## config.mk

```make
export PLATFORM = sky130hd
export DESIGN_NAME = l2_ctrl_status_reg
export DESIGN_NICKNAME = d
export VERILOG_FILES = /design/src/rtl/l2csr_pkg.sv /design/src/rtl/l2csr_err_flag.sv /design/src/rtl/l2csr_thresh_decode.sv /design/src/rtl/l2csr_idle_timer.sv /design/src/rtl/l2_ctrl_status_reg.sv
export SDC_FILE = /design/constraint.sdc
export NUM_CORES = 1
export LEC_CHECK = 0
export BUFFER_PORTS_ARGS = -buffer_cell sky130_fd_sc_hd__buf_2
export CORE_MARGIN = 2
export CORE_UTILIZATION = 46
export DETAILED_ROUTE_END_ITERATION = 12
export GPL_TIMING_DRIVEN = 0
export PLACE_DENSITY = 0.79
export SLEW_MARGIN = 20
export SYNTH_ARGS = -nofsm -noshare
export SYNTH_HDL_FRONTEND = slang
export SYNTH_HIERARCHICAL = 1
export SYNTH_SLANG_ARGS = --single-unit
```

## constraint.sdc

```tcl
create_clock -name clk -period 3.3 [get_ports clk]
set_input_delay 0.495 -clock clk [delete_from_list [all_inputs] [get_ports clk]]
set_output_delay 0.495 -clock clk [all_outputs]
set_load 0.01 [all_outputs]
```

## src/rtl/l2csr_pkg.sv

```systemverilog
package l2csr_pkg;

   localparam int unsigned REG_W   = 32;
   localparam int unsigned PRIV_W  = 2;
   localparam int unsigned CODE_W  = 3;
   localparam int unsigned N_FLAGS = 2;

   typedef logic [PRIV_W-1:0] priv_t;
   typedef logic [CODE_W-1:0] ret_code_t;

   localparam priv_t PRIV_DENIED = '0;

   // Exponent of the tick threshold for a nonzero retention code.
   function automatic int unsigned code_to_shift(input ret_code_t c);
      int unsigned s;
      case (c)
         3'd1:    s = 1;
         3'd2:    s = 3;
         default: s = 32'(c) + 2;
      endcase
      return s;
   endfunction

endpackage

```

## src/rtl/l2csr_err_flag.sv

```systemverilog
module l2csr_err_flag (
   input  logic clk,
   input  logic rst_n,
   input  logic event_i,
   input  logic clr_i,
   output logic flag_o
);

   always_ff @(posedge clk or negedge rst_n) begin
      if (!rst_n)       flag_o <= 1'b0;
      else if (event_i) flag_o <= 1'b1;
      else if (clr_i)   flag_o <= 1'b0;
   end

   assert_event_wins_R5: assert property (@(posedge clk) disable iff (!rst_n)
      event_i |=> flag_o);

   assert_sticky_hold_R4: assert property (@(posedge clk) disable iff (!rst_n)
      (flag_o && !clr_i) |=> flag_o);

   assert_no_spurious_set_R2: assert property (@(posedge clk) disable iff (!rst_n)
      (!flag_o && !event_i) |=> !flag_o);

endmodule

```

## src/rtl/l2csr_thresh_decode.sv

```systemverilog
module l2csr_thresh_decode
   import l2csr_pkg::*;
#(
   parameter int unsigned CNT_W = 10
) (
   input  ret_code_t        code_i,
   output logic             en_o,
   output logic [CNT_W-1:0] thr_o
);

   localparam int unsigned MAX_SHIFT = 2 ** CODE_W + 1;

   initial begin
      assert (CNT_W > MAX_SHIFT)
         else $error("CNT_W too small for the largest retention threshold");
   end

   always_comb begin
      en_o  = (code_i != '0);
      thr_o = '0;
      if (en_o) thr_o = CNT_W'(1) << code_to_shift(code_i);
   end

endmodule

```

## src/rtl/l2csr_idle_timer.sv

```systemverilog
module l2csr_idle_timer #(
   parameter int unsigned CNT_W = 10
) (
   input  logic             clk,
   input  logic             rst_n,
   input  logic             tick_i,
   input  logic             idle_i,
   input  logic             restart_i,
   input  logic             en_i,
   input  logic [CNT_W-1:0] thr_i,
   output logic             req_o
);

   logic [CNT_W-1:0] cnt_q;
   logic             at_thr;

   assign at_thr = (cnt_q >= thr_i);

   always_ff @(posedge clk or negedge rst_n) begin
      if (!rst_n)                             cnt_q <= '0;
      else if (!idle_i || restart_i || !en_i) cnt_q <= '0;
      else if (tick_i && !at_thr)             cnt_q <= cnt_q + 1'b1;
   end

   assign req_o = idle_i && en_i && at_thr;

   assert_idle_drop_clears_R10: assert property (@(posedge clk) disable iff (!rst_n)
      !idle_i |=> (cnt_q == '0));

   assert_count_bounded_R9: assert property (@(posedge clk) disable iff (!rst_n)
      en_i |-> (cnt_q <= thr_i));

   assert_restart_clears_R11: assert property (@(posedge clk) disable iff (!rst_n)
      restart_i |=> (cnt_q == '0));

   assert_no_tick_no_move_R10: assert property (@(posedge clk) disable iff (!rst_n)
      (idle_i && !tick_i && !restart_i && en_i) |=> $stable(cnt_q));

endmodule

```

## src/rtl/l2_ctrl_status_reg.sv

```systemverilog
module l2_ctrl_status_reg
   import l2csr_pkg::*;
#(
   parameter int unsigned ECC_BIT = 30,
   parameter int unsigned IC_BIT  = 29,
   parameter int unsigned CNT_W   = 10
) (
   input  logic              clk,
   input  logic              rst_n,
   input  logic              bus_sel,
   input  logic              bus_wr,
   input  logic [PRIV_W-1:0] bus_priv,
   input  logic [REG_W-1:0]  bus_wdata,
   input  logic              ecc_dbl_err,
   input  logic              ic_async_err,
   input  logic              tick,
   input  logic              l2_idle,
   output logic [REG_W-1:0]  bus_rdata,
   output logic              bus_fault,
   output logic              ecc_err_flag,
   output logic              ic_err_flag,
   output logic              ret_req
);

   initial begin
      assert (ECC_BIT < REG_W && IC_BIT < REG_W)
         else $error("flag bit outside register");
      assert (ECC_BIT != IC_BIT)
         else $error("flag bits overlap");
      assert (ECC_BIT >= CODE_W && IC_BIT >= CODE_W)
         else $error("flag bit overlaps retention code");
   end

   logic              acc_ok, acc_deny, wr_ok, rd_ok;
   ret_code_t         code_q;
   logic [N_FLAGS-1:0] flag_ev, flag_clr, flag_q;
   logic [REG_W-1:0]  word;
   logic              thr_en;
   logic [CNT_W-1:0]  thr;

   assign acc_ok   = bus_sel && (bus_priv != PRIV_DENIED);
   assign acc_deny = bus_sel && (bus_priv == PRIV_DENIED);
   assign wr_ok    = acc_ok && bus_wr;
   assign rd_ok    = acc_ok && !bus_wr;

   assign flag_ev = {ic_async_err, ecc_dbl_err};

   for (genvar gi = 0; gi < N_FLAGS; gi++) begin : g_flag
      localparam int unsigned POS = (gi == 0) ? ECC_BIT : IC_BIT;
      assign flag_clr[gi] = wr_ok && !bus_wdata[POS];
      l2csr_err_flag u_flag (
         .clk    (clk),
         .rst_n  (rst_n),
         .event_i(flag_ev[gi]),
         .clr_i  (flag_clr[gi]),
         .flag_o (flag_q[gi])
      );
   end

   always_ff @(posedge clk or negedge rst_n) begin
      if (!rst_n)     code_q <= '0;
      else if (wr_ok) code_q <= bus_wdata[CODE_W-1:0];
   end

   always_ff @(posedge clk or negedge rst_n) begin
      if (!rst_n) bus_fault <= 1'b0;
      else        bus_fault <= acc_deny;
   end

   always_comb begin
      word                = '0;
      word[CODE_W-1:0]    = code_q;
      word[ECC_BIT]       = flag_q[0];
      word[IC_BIT]        = flag_q[1];
      bus_rdata           = rd_ok ? word : '0;
   end

   assign ecc_err_flag = flag_q[0];
   assign ic_err_flag  = flag_q[1];

   l2csr_thresh_decode #(.CNT_W(CNT_W)) u_dec (
      .code_i(code_q),
      .en_o  (thr_en),
      .thr_o (thr)
   );

   l2csr_idle_timer #(.CNT_W(CNT_W)) u_timer (
      .clk      (clk),
      .rst_n    (rst_n),
      .tick_i   (tick),
      .idle_i   (l2_idle),
      .restart_i(wr_ok),
      .en_i     (thr_en),
      .thr_i    (thr),
      .req_o    (ret_req)
   );

   assert_denied_fault_R7: assert property (@(posedge clk) disable iff (!rst_n)
      acc_deny |=> bus_fault);

   assert_denied_no_change_R7: assert property (@(posedge clk) disable iff (!rst_n)
      (acc_deny && !ecc_dbl_err && !ic_async_err) |=>
         ($stable(code_q) && $stable(flag_q)));

   assert_reserved_zero_R6: assert property (@(posedge clk) disable iff (!rst_n)
      (bus_rdata[REG_W-1] == 1'b0) && (bus_rdata[IC_BIT-1:CODE_W] == '0));

   assert_code_off_R11: assert property (@(posedge clk) disable iff (!rst_n)
      (code_q == '0) |-> !ret_req);

   assert_idle_low_R10: assert property (@(posedge clk) disable iff (!rst_n)
      $fell(l2_idle) |-> !ret_req);

   assert_write_stores_R8: assert property (@(posedge clk) disable iff (!rst_n)
      wr_ok |=> (code_q == $past(bus_wdata[CODE_W-1:0])));

endmodule

```

== Word level (Yosys, flattened, before mapping) ==
Index checks and enable logic that the tools add are counted.

* Flip-flop bits (word level): 16
* Output and inout port bits: 36
* Input port bits: 42

* Add/sub/neg operators: 2
* Equality and inequality tests: 2
* Magnitude comparators: 1
* Reduce and logical (&&, ||, !) cells: 23
* Muxes and demuxes: 10
* Shift-type cells: 1

{| class="wikitable"
|+ Operator list
! kind !! count
|-
| $pmux W32 S2 || 1
|-
| $mux W32 || 1
|-
| $shl A1 B32 Y10 const A || 1
|-
| $mux W31 || 1
|-
| $mux W10 || 3
|-
| $add A10 B1 Y10 const B || 1
|-
| $ge A10 B10 Y1 || 1
|-
| $logic_and A1 B1 Y1 || 9
|-
| $reduce_bool A2 Y1 || 4
|-
| $logic_not A1 Y1 || 6
|-
| $add A3 B2 Y4 const B || 1
|-
| $mux W1 || 4
|-
| $eq A3 B1 Y1 const B || 1
|-
| $eq A3 B2 Y1 const B || 1
|-
| $reduce_bool A3 Y1 || 1
|-
| $logic_not A2 Y1 || 1
|-
| $logic_or A1 B1 Y1 || 2
|}

== Longest topological paths before layout ==
* Word-level depth: 10
* Depth in mapped cells: 11

== Modules after synthesis ==
The synthesis kept the hierarchy.

{| class="wikitable"
|+ By module, submodules not included
! module !! area each (sq um) !! cells each !! instances
|-
| l2csr_idle_timer || 844.6 || 100 || 1
|-
| l2_ctrl_status_reg || 434.2 || 46 || 1
|-
| l2csr_thresh_decode || 157.7 || 21 || 1
|-
| l2csr_err_flag || 36.3 || 3 || 2
|}

== Least setup slack after synthesis ==
Ideal clock, no wire load.

* Path kind: reg2out
* Start: register code_q[2]
* End: output port ret_req
* Required time: 2.805 ns
* Path slack: 0.401 ns
* Arrival: 2.404 ns
* Cell stages (with the launch flop): 12
* Cells stage by stage: dfrtp_1 ha_1 nand4bb_1 a21oi_1 inv_1 ha_1 a21oi_1 o21ai_0 nor2b_1 clkbuf_1 nor2_1 nor2_1

* Cells in the longest elaborated chain, start to end: 7

{| class="wikitable"
|+ RTL lines
! element !! line !! source
|-
| from (decl) || l2_ctrl_status_reg.sv:35 || <nowiki>ret_code_t code_q;</nowiki>
|-
| from (signal assigned) || l2_ctrl_status_reg.sv:62 || <nowiki>else if (wr_ok) code_q <= bus_wdata[CODE_W-1:0];</nowiki>
|-
| $add A3 B2 Y4 (tied with other cells) || l2csr_pkg.sv:19 || <nowiki>default: s = 32'(c) + 2;</nowiki>
|-
| $pmux W32 S2 || l2csr_pkg.sv:16 || <nowiki>case (c)</nowiki>
|-
| $mux W32 || l2csr_thresh_decode.sv:21 || <nowiki>if (en_o) thr_o = CNT_W'(1) << code_to_shift(code_i);</nowiki>
|-
| $shl A1 B32 Y10 || l2csr_thresh_decode.sv:21 ||
|-
| $mux W10 * || l2csr_thresh_decode.sv:21 ||
|-
| named net thr[3] || l2_ctrl_status_reg.sv:39 || <nowiki>logic [CNT_W-1:0] thr;</nowiki>
|-
| $ge A10 B10 Y1 * || l2csr_idle_timer.sv:17 || <nowiki>assign at_thr = (cnt_q >= thr_i);</nowiki>
|-
| $logic_and A1 B1 Y1 * || l2csr_idle_timer.sv:25 || <nowiki>assign req_o = idle_i && en_i && at_thr;</nowiki>
|-
| to (decl) || l2_ctrl_status_reg.sv:22 || <nowiki>output logic ret_req</nowiki>
|}

The timed path passes the listed nets; every way through them passes the cells marked *. The select of a mux whose other input is x is not followed.

== Worst setup path after layout ==
Ends and elaborated chain as after synthesis.

==> impl_summary.txt <==
----------------------------------------------------
[Detailed routing]
  Vias per cell ... 4.855
  Length of the first detailed-routing pass in iterations ... 4
  Number of DRC violations after detailed routing ... 0
  Vias after detailed routing ... 1,340
  Antenna Nets Post-Route ... 0
  Drt first-iter violations ... 33
  Total Wirelength ... 3.045 mm
  Routed wire per std cell ... 11.03 um

[Worst setup path]
  Launching instance or port of the critical path ... code_q[2]$_DFFE_PN0P_
  Critical Path RT ... 2.80 ns
  Longest individual stage delay on the worst path ... 0.47 ns
  WP data arrival ... around 2.7 ns
  Crit path capture type ... primary output
  Worst Path Max Fanout ... 10
  Worst setup path class ... reg2out
  Cell with the largest stage delay on the worst path ... dfrtp_2
  Series of cell instances along the critical path ... ha_4 > nand3b_1 > buf_4 > nor2_1 > inv_1 > ha_1 > nand2_1 > o21ai_1 > nor2b_4 > buf_6 > nor2_2 > nor2_1 > buf_2
  Startpoint of the worst register-to-register path ... code_q[2]$_DFFE_PN0P_
  Cell repeated most along the worst path ... nor2_1
  Crit path launch type ... flip-flop

[Clock tree]
  Maximum clock insertion buffer count ... 2
  Num CTS Buffers ... 3
  H-tree levels ... 1
  Number of buffers added to fix hold violations after cts ... 0
  Root buffer selected by CTS ... clkbuf_4
  CTS sink cnt ... 16
  TritonCTS clock tree ... built
  Latest clock arrival within the worst-skew pair ... 0.29 ns
  Clock transition time at the flip-flop clock pins of the worst setup and hold paths ... about 0.090 ns

[Synth]
  Post-synth top area share ... 26.53%
  Number of enable-type register cells in the synthesized netlist ... 0
  Primary FF master, synth ... dfrtp_1
  Post-Syn Area per Cell ... ~8.7 um2
  Count of warnings emitted by yosys ... 6
  Synth Register Bits ... 16
  Most common cell in the synthesized netlist ... buf_4
  Seq/Total Area, Yosys ... around a quarter
  Post-synth cell types ... 42
  Top area cells in the synthesized netlist ... dfrtp_1 (27%), buf_4 (13%), ha_1 (10%)
  Cell taking the most area after synthesis ... dfrtp_1
  Post-synthesis cell area ... around 1500 um2
  Share of async-settable or async-resettable flops after synthesis ... 100.0%
  Top post-synthesis cells by count ... buf_4 (27), dfrtp_1 (16), inv_1 (15)
  Number of cells produced by synthesis ... 173

[STA]
  Total Negative Setup Slacks ... 0 ns
  Clk_skew ... 0.005947 ns
  Worst slew margin ... 62.99%
  Final hold vios ... 0
  Final slew viol count ... 0
  Final Critical Period ... 3.179 ns
  Maximum clock frequency ... roughly 310 MHz
  Actual transition at the worst max-transition pin ... between 0.5 and 0.6 ns
  Final setup violation count ... 0
  Least setup slack across all paths after layout ... 0.1207 ns
  Final Cycle Share ... 96.34%

[Status]
  Result of the run ... finished clean

[Global routing]
  Number of global-route vias before repair ... around 1,200
  GRT Util Overall ... 17.61%
  Antenna violations before repair ... 0
  Largest net degree at the start of global routing ... 17
  First-pass GRT wire length ... 4.974 mm
  Total congestion overflow ... 0

[Power]
  IR Drop Worst-Case VDD ... 0.2193 mV
  Switching part of the total power ... 35.45%
  Sw power ... 0.0002385 W
  Power density of the placed cells ... roughly 350 nW/um2
  Proportion of power drawn by combinational gates ... a little under half
  Pint ... around 0.00043 W
  Clock group share of total power ... 19.2%
  Pleak ... 0.9432 nW
  Sequential group share of total power ... 33.7%

[Place]
  Standard cell area after detailed placement ... 1777 um2
  DPL Wire Length ... about 2.3 mm
  Setup WS pre-CTS ... -0.02848 ns
  Number of buffers added on ports ... 23
  Final weighted congestion of routability-driven global placement ... 0.9158

[Floorplan]
  Placeable core region ... 3078 um2
  Starting density of the core ... 49.02%
  Floorplan row count ... 20
  Boundary Pins ... roughly 80
  Die area ... 3755 um2
  Die H ... 61.28 um
  Die width ... 61.28 um

[Final layout]
  Share of cells above drive strength 1 ... 34.91%
  Number of antenna diodes ... 0
  Area Overhead vs Synth ... 25.79%
  Post-route cell area ... 1898 um2
  Number of nets in the finished design ... 287

[Job]
  Max cap viols ... 0

[Min path]
  HP Class ... in2async

----------------------------------------------------
metal layers:
layer  share of wire, %  up-vias  GRT usage [%]
li1                   -      678              -
met2                 50       39          30.55
met3                3.8        7          1.261
met5                  0        -              0
met4                2.1        0          8.385
met1                 44      616          22.15
area by class of cell:
class                   instances  area [um2]
plain buffers                  29       225.2
clock buffers                   4       36.28
multi-input cells             139       962.2
repair buffers                 29       160.2
well taps                      44       55.05
inverters                      15       56.30
flip-flops and latches         16       402.9
fillers                       279        1180
critical path, delay by kind of cell (launching register included):
family / cells / cell delay [ns]
fa+ha+maj: 2 / 0.59
simple gates: 6 / 0.64
compound gates: 1 / 0.16
buf+inv: 4 / 0.53
flops: 1 / 0.47
logic make-up after synthesis:
family / synth area share [%]
and+or+nand+nor: 24.71
buffers and inverters: 18.16
AOI/OAI and AO/OA: 13.76
DFF: 26.53
adders and majority gates: 9.950
muxes: 6.634
other: 0.2485
timing repair:
item | in CTS | in global routing
pin swaps | 2 | 2
buffers inserted | 1 | 5
setup endpoints to repair | 1 | 1
hold endpoints to repair | 0 | 0
gates resized for setup | 8 | 6
worst paths after layout:
check	to	slack [ns]	depth (start not counted)
min in group clk	g_flag[0].u_flag/flag_o$_DFFE_PN0P_	0.38	2
max reg2reg	u_timer/cnt_q[6]$_DFFE_PN0P_	0.23	12
min reg2reg	g_flag[0].u_flag/flag_o$_DFFE_PN0P_	0.50	1
max	ret_req	0.12	13
max in group asynchronous	code_q[2]$_DFFE_PN0P_	2.93	1
min	u_timer/cnt_q[6]$_DFFE_PN0P_	0.1	1
layout by cell type, fill, tap and decap left out, drive strengths merged, types with 2 or more instances in the layout:
| cell | count |
|---|---|
| buf | 58 |
| conb | 27 |
| dfrtp | 16 |
| inv | 15 |
| ha | 12 |
| nand2 | 11 |
| nor2 | 10 |
| nor3b | 8 |
| a21oi | 6 |
| o21ai | 6 |
| nor4 | 5 |
| nand4 | 5 |
| or3 | 5 |
| mux2 | 4 |
| a21o | 4 |
| nand2b | 4 |
| nor3 | 4 |
| nand3 | 4 |
| mux2i | 4 |
| clkbuf | 4 |
| o31a | 2 |
| o21a | 2 |
| or4 | 2 |
power by group through the flow:
stage               logic, W  clock network (W)  registers, W
finish              0.000317           0.000129      0.000227
floorplan           0.000200                  0      0.000224
global route        0.000350           0.000141      0.000229
CTS                 0.000273           0.000134      0.000225
global placement    0.000249                  0      0.000228
detailed placement  0.000255                  0      0.000228
sequential cells by signal, indices dropped and copies added (netlist names):
| signal | count |
|---|---|
| u_timer/cnt_q | 10 |
| bus_fault | 1 |
| g_flag.u_flag/flag_o | 2 |
| code_q | 3 |
stage by stage:
stage	util (%)	total power (W)	std cells	hold slack (ns)
after CTS	59.72	0.0006326	271	0.1075
after global placement	57.72	0.0004769	266	0.4331
after detailed placement	57.72	0.0004829	266	0.4322
after global routing	61.67	0.0007198	276	0.1197
final	61.67	0.0006727	276	0.09818
after floorplan	-	0.0004243	199	0.1994
(Power assumes the default switching activity.)
